File: config.mk
export PLATFORM = sky130hd
export DESIGN_NAME = dds_phase_core
export DESIGN_NICKNAME = d
export VERILOG_FILES = /design/src/rtl/dds_core_pkg.sv /design/src/rtl/dds_shadow_regs.sv /design/src/rtl/dds_src_route.sv /design/src/rtl/dds_phase_acc.sv /design/src/rtl/dds_phase_core.sv
export SDC_FILE = /design/constraint.sdc
export NUM_CORES = 1
export LEC_CHECK = 0
export ABC_AREA = 1
export BUFFER_PORTS_ARGS = -buffer_cell sky130_fd_sc_hd__buf_2
export CORE_UTILIZATION = 40
export DETAILED_ROUTE_END_ITERATION = 8
export PLACE_DENSITY_LB_ADDON = 0.25
export SETUP_SLACK_MARGIN = 0.15
export SLEW_MARGIN = 20
export SYNTH_ARGS = -nofsm -noshare
export SYNTH_HDL_FRONTEND = slang
export SYNTH_HIERARCHICAL = 1
export SYNTH_SLANG_ARGS = --single-unit
File: constraint.sdc
create_clock -name clk -period 2.2 [get_ports clk]
set_clock_uncertainty 0.1 [all_clocks]
set_input_delay 0.22 -clock clk [delete_from_list [all_inputs] [get_ports clk]]
set_output_delay 0.22 -clock clk [all_outputs]
set_load 0.01 [all_outputs]
File: src/rtl/dds_core_pkg.sv
package dds_core_pkg;

  // Control register layout, bit 0 is the last member.
  typedef struct packed {
    logic mem_dest;   // bit 4: 0 = tuning word, 1 = phase offset
    logic mem_en;     // bit 3: memory word drives the core
    logic sine;       // bit 2: 1 = sine, 0 = cosine
    logic auto_clr;   // bit 1: one-cycle clear on update
    logic hold_clr;   // bit 0: hold accumulator at zero
  } dds_ctrl_t;

  localparam int CTRL_W = $bits(dds_ctrl_t);

  localparam logic [1:0] ADDR_CTRL = 2'd0;
  localparam logic [1:0] ADDR_FTW  = 2'd1;
  localparam logic [1:0] ADDR_OFF  = 2'd2;

  localparam dds_ctrl_t CTRL_ACT_RESET = '{mem_dest: 1'b0, mem_en: 1'b0,
                                           sine: 1'b0, auto_clr: 1'b0,
                                           hold_clr: 1'b1};
  localparam dds_ctrl_t CTRL_SHD_RESET = '0;

endpackage

File: src/rtl/dds_shadow_regs.sv
module dds_shadow_regs
  import dds_core_pkg::*;
#(
  parameter int ACC_W = 32,
  parameter int OFF_W = 14
) (
  input  logic             clk,
  input  logic             rst_n,
  input  logic             wr_en,
  input  logic [1:0]       wr_addr,
  input  logic [ACC_W-1:0] wr_data,
  input  logic             io_update,
  output dds_ctrl_t        shd_ctrl,
  output dds_ctrl_t        act_ctrl,
  output logic [ACC_W-1:0] act_ftw,
  output logic [OFF_W-1:0] act_off,
  output logic             upd_rise
);

  logic             upd_q;
  logic [ACC_W-1:0] shd_ftw;
  logic [OFF_W-1:0] shd_off;

  logic unused_wr_hi;
  assign unused_wr_hi = ^wr_data[ACC_W-1:OFF_W];

  assign upd_rise = io_update && !upd_q;

  always_ff @(posedge clk) begin
    if (!rst_n) upd_q <= 1'b0;
    else        upd_q <= io_update;
  end

  // Shadow set: host writes only
  always_ff @(posedge clk) begin
    if (!rst_n) begin
      shd_ctrl <= CTRL_SHD_RESET;
      shd_ftw  <= '0;
      shd_off  <= '0;
    end else if (wr_en) begin
      unique case (wr_addr)
        ADDR_CTRL: shd_ctrl <= dds_ctrl_t'(wr_data[CTRL_W-1:0]);
        ADDR_FTW:  shd_ftw  <= wr_data;
        ADDR_OFF:  shd_off  <= wr_data[OFF_W-1:0];
        default:   ;
      endcase
    end
  end

  // Active set: copied on update edge
  always_ff @(posedge clk) begin
    if (!rst_n) begin
      act_ctrl <= CTRL_ACT_RESET;
      act_ftw  <= '0;
      act_off  <= '0;
    end else if (upd_rise) begin
      act_ctrl <= shd_ctrl;
      act_ftw  <= shd_ftw;
      act_off  <= shd_off;
    end
  end


  shadow_isolation_chk: assert property (@(posedge clk) disable iff (!rst_n)
    !upd_rise |=> ($stable(act_ctrl) && $stable(act_ftw) && $stable(act_off)));


  update_copy_chk: assert property (@(posedge clk) disable iff (!rst_n)
    upd_rise |=> (act_ftw == $past(shd_ftw) && act_off == $past(shd_off)));

endmodule

File: src/rtl/dds_src_route.sv
module dds_src_route
  import dds_core_pkg::*;
#(
  parameter int ACC_W = 32,
  parameter int OFF_W = 14
) (
  input  dds_ctrl_t        act_ctrl,
  input  logic [ACC_W-1:0] act_ftw,
  input  logic [OFF_W-1:0] act_off,
  input  logic [ACC_W-1:0] mem_word,
  output logic [ACC_W-1:0] ftw_eff,
  output logic [OFF_W-1:0] off_eff
);

  logic mem_to_ftw;
  logic mem_to_off;

  always_comb begin
    mem_to_ftw = act_ctrl.mem_en && !act_ctrl.mem_dest;
    mem_to_off = act_ctrl.mem_en &&  act_ctrl.mem_dest;
    ftw_eff    = mem_to_ftw ? mem_word : act_ftw;
    off_eff    = mem_to_off ? mem_word[OFF_W-1:0] : act_off;
  end

endmodule

File: src/rtl/dds_phase_acc.sv
module dds_phase_acc #(
  parameter int ACC_W = 32,
  parameter int OFF_W = 14,
  parameter int OUT_W = 14
) (
  input  logic             clk,
  input  logic             rst_n,
  input  logic             clr,
  input  logic [ACC_W-1:0] ftw,
  input  logic [OFF_W-1:0] off,
  output logic [ACC_W-1:0] acc_q,
  output logic [OUT_W-1:0] phase_q
);

  localparam int PAD_W = ACC_W - OFF_W;

  logic [ACC_W-1:0] off_ext;
  logic [ACC_W-1:0] phase_sum;

  assign off_ext   = {off, {PAD_W{1'b0}}};
  assign phase_sum = acc_q + off_ext;

  always_ff @(posedge clk) begin
    if (!rst_n)   acc_q <= '0;
    else if (clr) acc_q <= '0;
    else          acc_q <= acc_q + ftw;
  end

  always_ff @(posedge clk) begin
    if (!rst_n) phase_q <= '0;
    else        phase_q <= phase_sum[ACC_W-1 -: OUT_W];
  end


  acc_advance_chk: assert property (@(posedge clk) disable iff (!rst_n)
    !clr |=> acc_q == $past(acc_q) + $past(ftw));


  zero_ftw_hold_chk: assert property (@(posedge clk) disable iff (!rst_n)
    (!clr && ftw == '0) |=> $stable(acc_q));

endmodule

File: src/rtl/dds_phase_core.sv
module dds_phase_core
  import dds_core_pkg::*;
#(
  parameter int ACC_W = 32,
  parameter int OFF_W = 14,
  parameter int OUT_W = 14
) (
  input  logic             clk,
  input  logic             rst_n,
  input  logic             wr_en,
  input  logic [1:0]       wr_addr,
  input  logic [ACC_W-1:0] wr_data,
  input  logic             io_update,
  input  logic [ACC_W-1:0] mem_word,
  output logic [OUT_W-1:0] phase_word,
  output logic             sine_sel
);

  dds_ctrl_t        shd_ctrl;
  dds_ctrl_t        act_ctrl;
  logic [ACC_W-1:0] act_ftw;
  logic [OFF_W-1:0] act_off;
  logic             upd_rise;
  logic [ACC_W-1:0] ftw_eff;
  logic [OFF_W-1:0] off_eff;
  logic [ACC_W-1:0] acc_q;
  logic             hold_next;
  logic             clr_next;

  dds_shadow_regs #(.ACC_W(ACC_W), .OFF_W(OFF_W)) u_regs (
    .clk       (clk),
    .rst_n     (rst_n),
    .wr_en     (wr_en),
    .wr_addr   (wr_addr),
    .wr_data   (wr_data),
    .io_update (io_update),
    .shd_ctrl  (shd_ctrl),
    .act_ctrl  (act_ctrl),
    .act_ftw   (act_ftw),
    .act_off   (act_off),
    .upd_rise  (upd_rise)
  );

  dds_src_route #(.ACC_W(ACC_W), .OFF_W(OFF_W)) u_route (
    .act_ctrl (act_ctrl),
    .act_ftw  (act_ftw),
    .act_off  (act_off),
    .mem_word (mem_word),
    .ftw_eff  (ftw_eff),
    .off_eff  (off_eff)
  );

  // Clear seen by the accumulator edge: the hold bit as it will be
  // after this edge, plus the auto pulse for an update edge.
  always_comb begin
    hold_next = upd_rise ? shd_ctrl.hold_clr : act_ctrl.hold_clr;
    clr_next  = hold_next || (upd_rise && shd_ctrl.auto_clr);
  end

  dds_phase_acc #(.ACC_W(ACC_W), .OFF_W(OFF_W), .OUT_W(OUT_W)) u_acc (
    .clk     (clk),
    .rst_n   (rst_n),
    .clr     (clr_next),
    .ftw     (ftw_eff),
    .off     (off_eff),
    .acc_q   (acc_q),
    .phase_q (phase_word)
  );

  assign sine_sel = act_ctrl.sine;


  hold_clear_chk: assert property (@(posedge clk) disable iff (!rst_n)
    (act_ctrl.hold_clr && !upd_rise) |=> acc_q == '0);


  auto_clear_chk: assert property (@(posedge clk) disable iff (!rst_n)
    (upd_rise && shd_ctrl.auto_clr) |=> acc_q == '0);


  sine_follow_chk: assert property (@(posedge clk) disable iff (!rst_n)
    upd_rise |=> sine_sel == $past(shd_ctrl.sine));

endmodule

==> results of run 1 <==
per-layer routing:
layer | up-vias | part of all wire (%) | GRT usage (%)
met5 | - | 0 | 0
met4 | 0 | 4.1 | 11.57
met3 | 71 | 5.1 | 4.085
met2 | 288 | 48 | 41.25
met1 | 4302 | 43 | 31.57
li1 | 4764 | - | -
critical path: cells and delay by family (launching register included):
kind | cells | cell delay [ns]
buffers and inverters | 3 | 0.41
flip-flops | 1 | 0.45
AND/OR/NAND/NOR | 9 | 0.85
AO/OA/AOI/OAI | 1 | 0.11
adder cells (fa/ha/maj) | 1 | 0.29
report_power, final:
group	total, mW	switching (mW)	leakage, nW	internal (mW)
combinational	1.96	1.09	4.98	0.870
sequential	2.99	0.133	1.22	2.86
clock	3.00	1.25	0.290	1.75
total	7.96	2.48	6.49	5.49
metrics by stage:
stage / utilization, % / worst slack [ns] / area (um^2) / cells / hold slack, ns
after CTS: 57.21 / 0.003709 / 12140 / 1889 / 0.1203
after detailed placement: 48.24 / -0.2132 / 10240 / 1810 / 0.3267
after floorplan: - / 0.1317 / 9061 / 1413 / 0.2135
final: 60.25 / -0.1079 / 12780 / 1903 / 0.1321
after global routing: 60.25 / -0.2059 / 12780 / 1903 / 0.1407
after global placement: 48.24 / -0.2136 / 10240 / 1810 / 0.3216
final timing paths:
kind / from / to / slack (ns) / cells after the start
setup reg to reg: u_regs/act_ctrl[3]$_SDFFE_PN0P_ / u_acc/acc_q[29]$_SDFF_PP0_ / -0.11 / 14
setup / recovery: u_regs/act_ctrl[3]$_SDFFE_PN0P_ / u_acc/acc_q[29]$_SDFF_PP0_ / -0.11 / 14
hold reg to reg: u_regs/act_off[0]$_SDFFE_PN0P_ / u_regs/act_off[0]$_SDFFE_PN0P_ / 0.38 / 2
hold / removal: wr_en / u_regs/shd_ctrl[1]$_SDFFE_PN0P_ / 0.13 / 3
sequential cells by signal, indices dropped and copies added, names as in the netlist:
signal and count:
u_regs/shd_off 14, u_regs/upd_q 1, u_regs/act_off 14, u_regs/act_ctrl 4
u_regs/act_ftw 32, u_regs/shd_ctrl 5, u_regs/shd_ftw 32, u_acc/acc_q 32
u_acc/phase_q 14
cell type report:
type                       count  area [um^2]  share of cell area [%]
sequential                   148         2970                   23.23
clock buffer                  20        456.7                   3.572
multi-input combinational   1034         6375                   49.86
tap                          275        344.1                   2.691
inverter                     184        710.7                   5.559
clock inverter                11        140.1                   1.096
timing repair buffer         231         1788                   13.99
repair_timing:
| action | CTS | global route |
|---|---|---|
| buffers inserted | 14 | 12 |
| pin swaps | 32 | 51 |
| hold buffers | 33 | 0 |
| resized for setup | 205 | 144 |
| endpoints found under the setup margin | 37 | 40 |
| cloned | 1 | 2 |
| hold endpoints to repair | 47 | 0 |
==> summary.md, run 1 <==
| Metric | Value |
|---|---|
| Number of global-route vias before repair | `around 8.7k` |
| Nets@finish | `1732` |
| Initial antenna violation count | `0` |
| Starting Density | `approximately two fifths` |
| Post-Route WL | `between 20000 and 30000 um` |
| Clk_lat worst skew | `between 0.4 and 0.5 ns` |
| Max-Cap Viols | `0` |
| Final Hold Vio Count | `0` |
| H-tree levels | `4` |
| PD cells | `622.8 mW/mm^2` |
| Die height | `roughly 150 um` |
| Cell area after synthesis | `~0.009 mm^2` |
| Row Count | `53` |
| Core box area | `~0.021 mm^2` |
| GR Util All Layers | `between 20 and 25%` |
| Width of the chip | `~150 um` |
| Die area | `around 0.022 mm^2` |
| Max Slew Vio Count | `0` |
| Vias per inst | `about 5.0` |
| CP arrival | `between 2 and 3 ns` |
| CP max FO | `6` |
| Slowest CP cell | `dfxtp_4` |
| Slew HR | `a little over two thirds` |
| DR pass1 iterations | `6` |
| Crit path cell chain | `buf_6, nand2_4, nand2_2, nand2_2, ha_4, buf_8, nand2_8, buf_6, nor3_4, nand2_1, nand2_2, nand2_2, a21oi_2, nor2_1` |
| Cell count after synthesis | `around 1.4k` |
| Post-synth net total | `about 1.5k` |
| Max stage delay on crit path | `around 0.45 ns` |
| VDD IR max | `~0.00052 V` |
| Final worst-path cycle share | `104.9%` |
| Data required, critical path | `between 2 and 2.5 ns` |
| Fillers | `around 1.9k` |
| Startpoint types | `flop` |
| First-pass GRT wire length | `43460 um` |
| Fin Setup TNS | `-1.190 ns` |
| PortBufs | `84` |
| Vias | `9425` |
| Clk pin slew, worst setup/hold paths | `around 0.070 ns` |
| Worst slew pin tran | `between 0.4 and 0.5 ns` |
| Nature of the critical path endpoint | `flop` |
| HPWL after detailed placement | `about 20000 um` |
| Outcome | `complete, but fails checks` |
| CTS tree | `built` |
| Max frequency | `0.4333 GHz` |
| Post-DR wirelength/cell | `roughly 15 um` |
| RSZ-0062 raised after global routing | `true` |
| Share of cells above drive strength 1 | `roughly a third` |
| I/O pins | `85` |
| Overall Power | `~8 mW` |
| P&R area growth vs syn | `46.16%` |
| Pin count of the biggest net entering global routing | `90` |
| DRC viols | `0` |
| Min Tclk post-route | `2.308 ns` |
| Setup ws final | `-0.1079 ns` |
| Overflow after GRT | `0` |
| Placer Congestion | `roughly 0.98` |
| Ant. Diodes | `0` |
| Failing checks | `negative setup slack` |
| Antenna Nets Post-Route | `0` |
| Worst Hold Class | `in2reg` |
| Clk root buf | `clkbuf_16` |
| P_leak | `roughly 6.5 nW` |
| CTS sink count | `148` |
| Most common cell after layout, fill and taps aside | `nand2_1` |
| Most frequent cells in the layout | `307 x nand2_1, 245 x nor2_1, 166 x inv_1` |
| DRT iter0 DRCs | `626` |
| Clock Path Buffers | `2` |
| Crit path kind | `reg2reg` |
| Syn_area_per_cell | `approximately 6.2 um^2` |
| Most used cell, CP | `nand2_2` |
| Final setup fails | `22` |
| CTS Buf Count | `17` |
| Syn. warnings | `6` |
No activity file was read; power rests on OpenSTA's default activity.
==> run 2: changes to the inputs <==
Settings changed: PLACE_DENSITY set to 0.61, PLACE_DENSITY_LB_ADDON 0.25 to not set.
==> run 2 against run 1 <==
- the flow still finishes with violations (negative setup slack)
- count of clock-buffer cells in the layout is 1 lower
- register-to-register slack better by 0.06 ns
- die area stayed put
- maximum frequency is 2.5% higher
- critical path depth stayed put
- power is 0.34% higher
==> summary.md, run 2 (synthesis gave the netlist of run 1 again) <==
| Metric | Value |
|---|---|
| Nature of the critical path endpoint | `flop` |
| Number of global-route vias before repair | `8721 (+0.47%)` |
| CTS tree | `built` |
| Final Hold Vio Count | `0 (unchanged)` |
| P_leak | `6.626 nW (+2.1%)` |
| WHS Path Cells | `3 (unchanged)` |
| Multi-input gate area | `0.006605 mm^2 (+3.6%)` |
| CTS Buf Count | `17 (unchanged)` |
| Vias per inst | `4.955 (about the same)` |
| Largest registers | `u_acc/acc_q x32, u_regs/act_ftw x32, u_regs/shd_ftw x32` |
| First-pass GRT wire length | `44090 um (+1.5%)` |
| Crit-path leading delay family | `simple AND/OR/NAND/NOR gates` |
| Buf/Inv on CP | `3 (unchanged)` |
| Row Count | `53 (unchanged)` |
| CP arrival | `2.47 ns (-0.06 ns)` |
| Clock Path Buffers | `2 (unchanged)` |
| Slew HR | `68.94% (-1.1 points)` |
| Clk pin slew, worst setup/hold paths | `0.07 ns (about the same)` |
| Max Slew Vio Count | `0 (unchanged)` |
| P&R area growth vs syn | `48.15%` |
| Cells after DPL | `1784 (-1.4%)` |
| Data required, critical path | `2.42 ns (about the same)` |
| Most used cell, CP | `nand2_2` |
| RSZ-0062 raised after global routing | `true` |
| Util after Layout | `61.07% (+0.82 points)` |
| Post-route cell area | `0.01296 mm^2 (+1.4%)` |
| Core box area | `0.02122 mm^2 (unchanged)` |
| Final setup fails | `7 (-68%)` |
| Fillers | `1936 (+1.1%)` |
| Slowest CP cell | `dfxtp_4` |
| DRC viols | `0 (unchanged)` |
| R2R Setup Slk | `-0.05 ns (+0.06 ns)` |
| Clk_lat worst skew | `0.43 ns (about the same)` |
| Cells on worst reg2reg path | `14 (unchanged)` |
| Fin Setup TNS | `-0.1512 ns (+1.039 ns)` |
| Worst Hold Class | `in2reg` |
| DR pass1 iterations | `5 (-1)` |
| Dpl cell area | `0.01002 mm^2 (-2.2%)` |
| HP Start | `wr_en` |
| Overall Power | `7.989 mW (+0.34%)` |
| Placer Congestion | `0.9678 (-1.1%)` |
| Share of cells above drive strength 1 | `35.55% (+2.6 points)` |
| PortBufs | `84 (unchanged)` |
| Nets@finish | `1726 (-0.35%)` |
| R2r endpoint | `u_acc/acc_q[31]$_SDFF_PP0_` |
| Startpoint types | `flop` |
| Clk root buf | `clkbuf_16` |
| GR Util All Layers | `25.45% (+0.51 points)` |
| Max frequency | `0.4442 GHz (+2.5%)` |
| Worst hold margin | `0.1355 ns (+0.003456 ns)` |
| Post-Route WL | `29080 um (+1.1%)` |
| CP max FO | `8 (+2)` |
| Antenna Nets Post-Route | `0 (unchanged)` |
| Final worst-path cycle share | `102.3% (-2.6 points)` |
| Width of the chip | `149.9 um (unchanged)` |
| Crit path kind | `reg2reg` |
| Post-DR wirelength/cell | `15.32 um (+1.4%)` |
| Reg-to-reg critical path startpoint | `u_regs/act_ctrl[4]$_SDFFE_PN0P_` |
| Dpl ws | `-0.2238 ns (-0.01060 ns)` |
| Starting Density | `41.22% (unchanged)` |
| Max stage delay on crit path | `0.36 ns (-0.09 ns)` |
| Failing checks | `negative setup slack` |
| Most frequent cells in the layout | `278 x nand2_1, 243 x nor2_1, 160 x inv_1` |
| DRT iter0 DRCs | `662 (+5.8%)` |
| Final cell count without fillers | `1898 (-0.26%)` |
| Hold Path End | `u_regs/shd_ctrl[1]$_SDFFE_PN0P_` |
| Setup ws final | `-0.05109 ns (+0.05682 ns)` |
| Register area | `0.002970 mm^2 (unchanged)` |
| VDD IR max | `0.0005925 V (+13%)` |
| Ant. Diodes | `0 (unchanged)` |
| CTS sink count | `148 (unchanged)` |
| HPWL after detailed placement | `19710 um (+0.60%)` |
| Die area | `0.02246 mm^2 (unchanged)` |
| Die height | `149.9 um (unchanged)` |
| Outcome | `complete, but fails checks` |
| Initial antenna violation count | `0 (unchanged)` |
| Crit path cell chain | `inv_6, nand2_8, buf_12, nand2_4, nand2_4, ha_4, nand2_8, buf_6, nor3_4, nand2_2, nand2_2, nand2_2, a21oi_1, nor2_1` |
| Worst slew pin tran | `0.4659 ns (+0.01702 ns)` |
| Max-Cap Viols | `0 (unchanged)` |
| Most common cell after layout, fill and taps aside | `nand2_1` |
| I/O pins | `85 (unchanged)` |
| H-tree levels | `4 (unchanged)` |
| Pin count of the biggest net entering global routing | `117 (+30%)` |
| Vias | `9404 (-0.22%)` |
| Overflow after GRT | `0 (unchanged)` |
| Min Tclk post-route | `2.251 ns (-0.05682 ns)` |
| PD cells | `616.5 mW/mm^2 (-1.0%)` |
run 2: changes by cell type in the layout (fill, tap and decap cells not counted), sizes merged:
cell	before	now
clkinv	3	0
bufinv	2	1
buf	197	190
inv	189	193
clkinvlp	1	3
nand2	450	449
clkbuf	21	22
run 2: power by group:
group / internal [mW] / leakage [nW] / switching (mW)
Combinational: 0.907 / 5.13 / 1.15
Clock: 1.63 / 0.276 / 1.31
Sequential: 2.86 / 1.22 / 0.135
run 2: layout make-up:
class	count	share of cell area, %
well taps	275	2.655
inverters	184	5.446
multi-input cells	1033	50.97
repair buffers	226	13.54
flip-flops and latches	148	22.92
clock inverters	13	1.052
clock buffers	19	3.418
run 2: worst reg2reg max path, stage by stage, from the launching register on:
cell	delay [ns]
dfxtp_4	0.36
inv_6	0.08
nand2_8	0.09
buf_12	0.17
nand2_4	0.07
nand2_4	0.06
ha_4	0.35
nand2_8	0.09
buf_6	0.13
nor3_4	0.21
nand2_2	0.08
nand2_2	0.09
nand2_2	0.06
a21oi_1	0.15
nor2_1	0.06
run 2: how the worst max path moves through the flow:
stage | start | to | cells past startpoint
finish | u_regs/act_ctrl[4]$_SDFFE_PN0P_ | u_acc/acc_q[31]$_SDFF_PP0_ | 14
global route | u_regs/act_ctrl[4]$_SDFFE_PN0P_ | u_acc/acc_q[31]$_SDFF_PP0_ | 14
CTS | u_regs/act_ctrl[4]$_SDFFE_PN0P_ | u_acc/acc_q[26]$_SDFF_PP0_ | 14
detailed placement | u_regs/act_ctrl[4]$_SDFFE_PN0P_ | u_acc/acc_q[23]$_SDFF_PP0_ | 14
global placement | u_regs/act_ctrl[4]$_SDFFE_PN0P_ | u_acc/acc_q[23]$_SDFF_PP0_ | 14
floorplan | u_regs/act_ctrl[4]$_SDFFE_PN0P_ | u_acc/acc_q[31]$_SDFF_PP0_ | 15
run 2: routing by layer:
layer  share of wire, %  wire, um  vias up  global-route usage, %
met3                3.8      1118       49                  3.049
met5                  0         0        -                      0
met2                 49     14320      262                  43.45
met1                 45     12950     4331                  32.86
met4                2.4       700        0                  8.990
li1                   -         -     4762                      -
run 2: timing repair:
| action | 4_1_cts | 5_1_grt |
|---|---|---|
| gates cloned | 1 | 3 |
| buffers inserted | 20 | 25 |
| setup endpoints to repair | 37 | 38 |
| pin swaps | 40 | 125 |
| gates resized for setup | 199 | 211 |
| hold buffers | 33 | 0 |
| hold endpoints to repair | 47 | 0 |
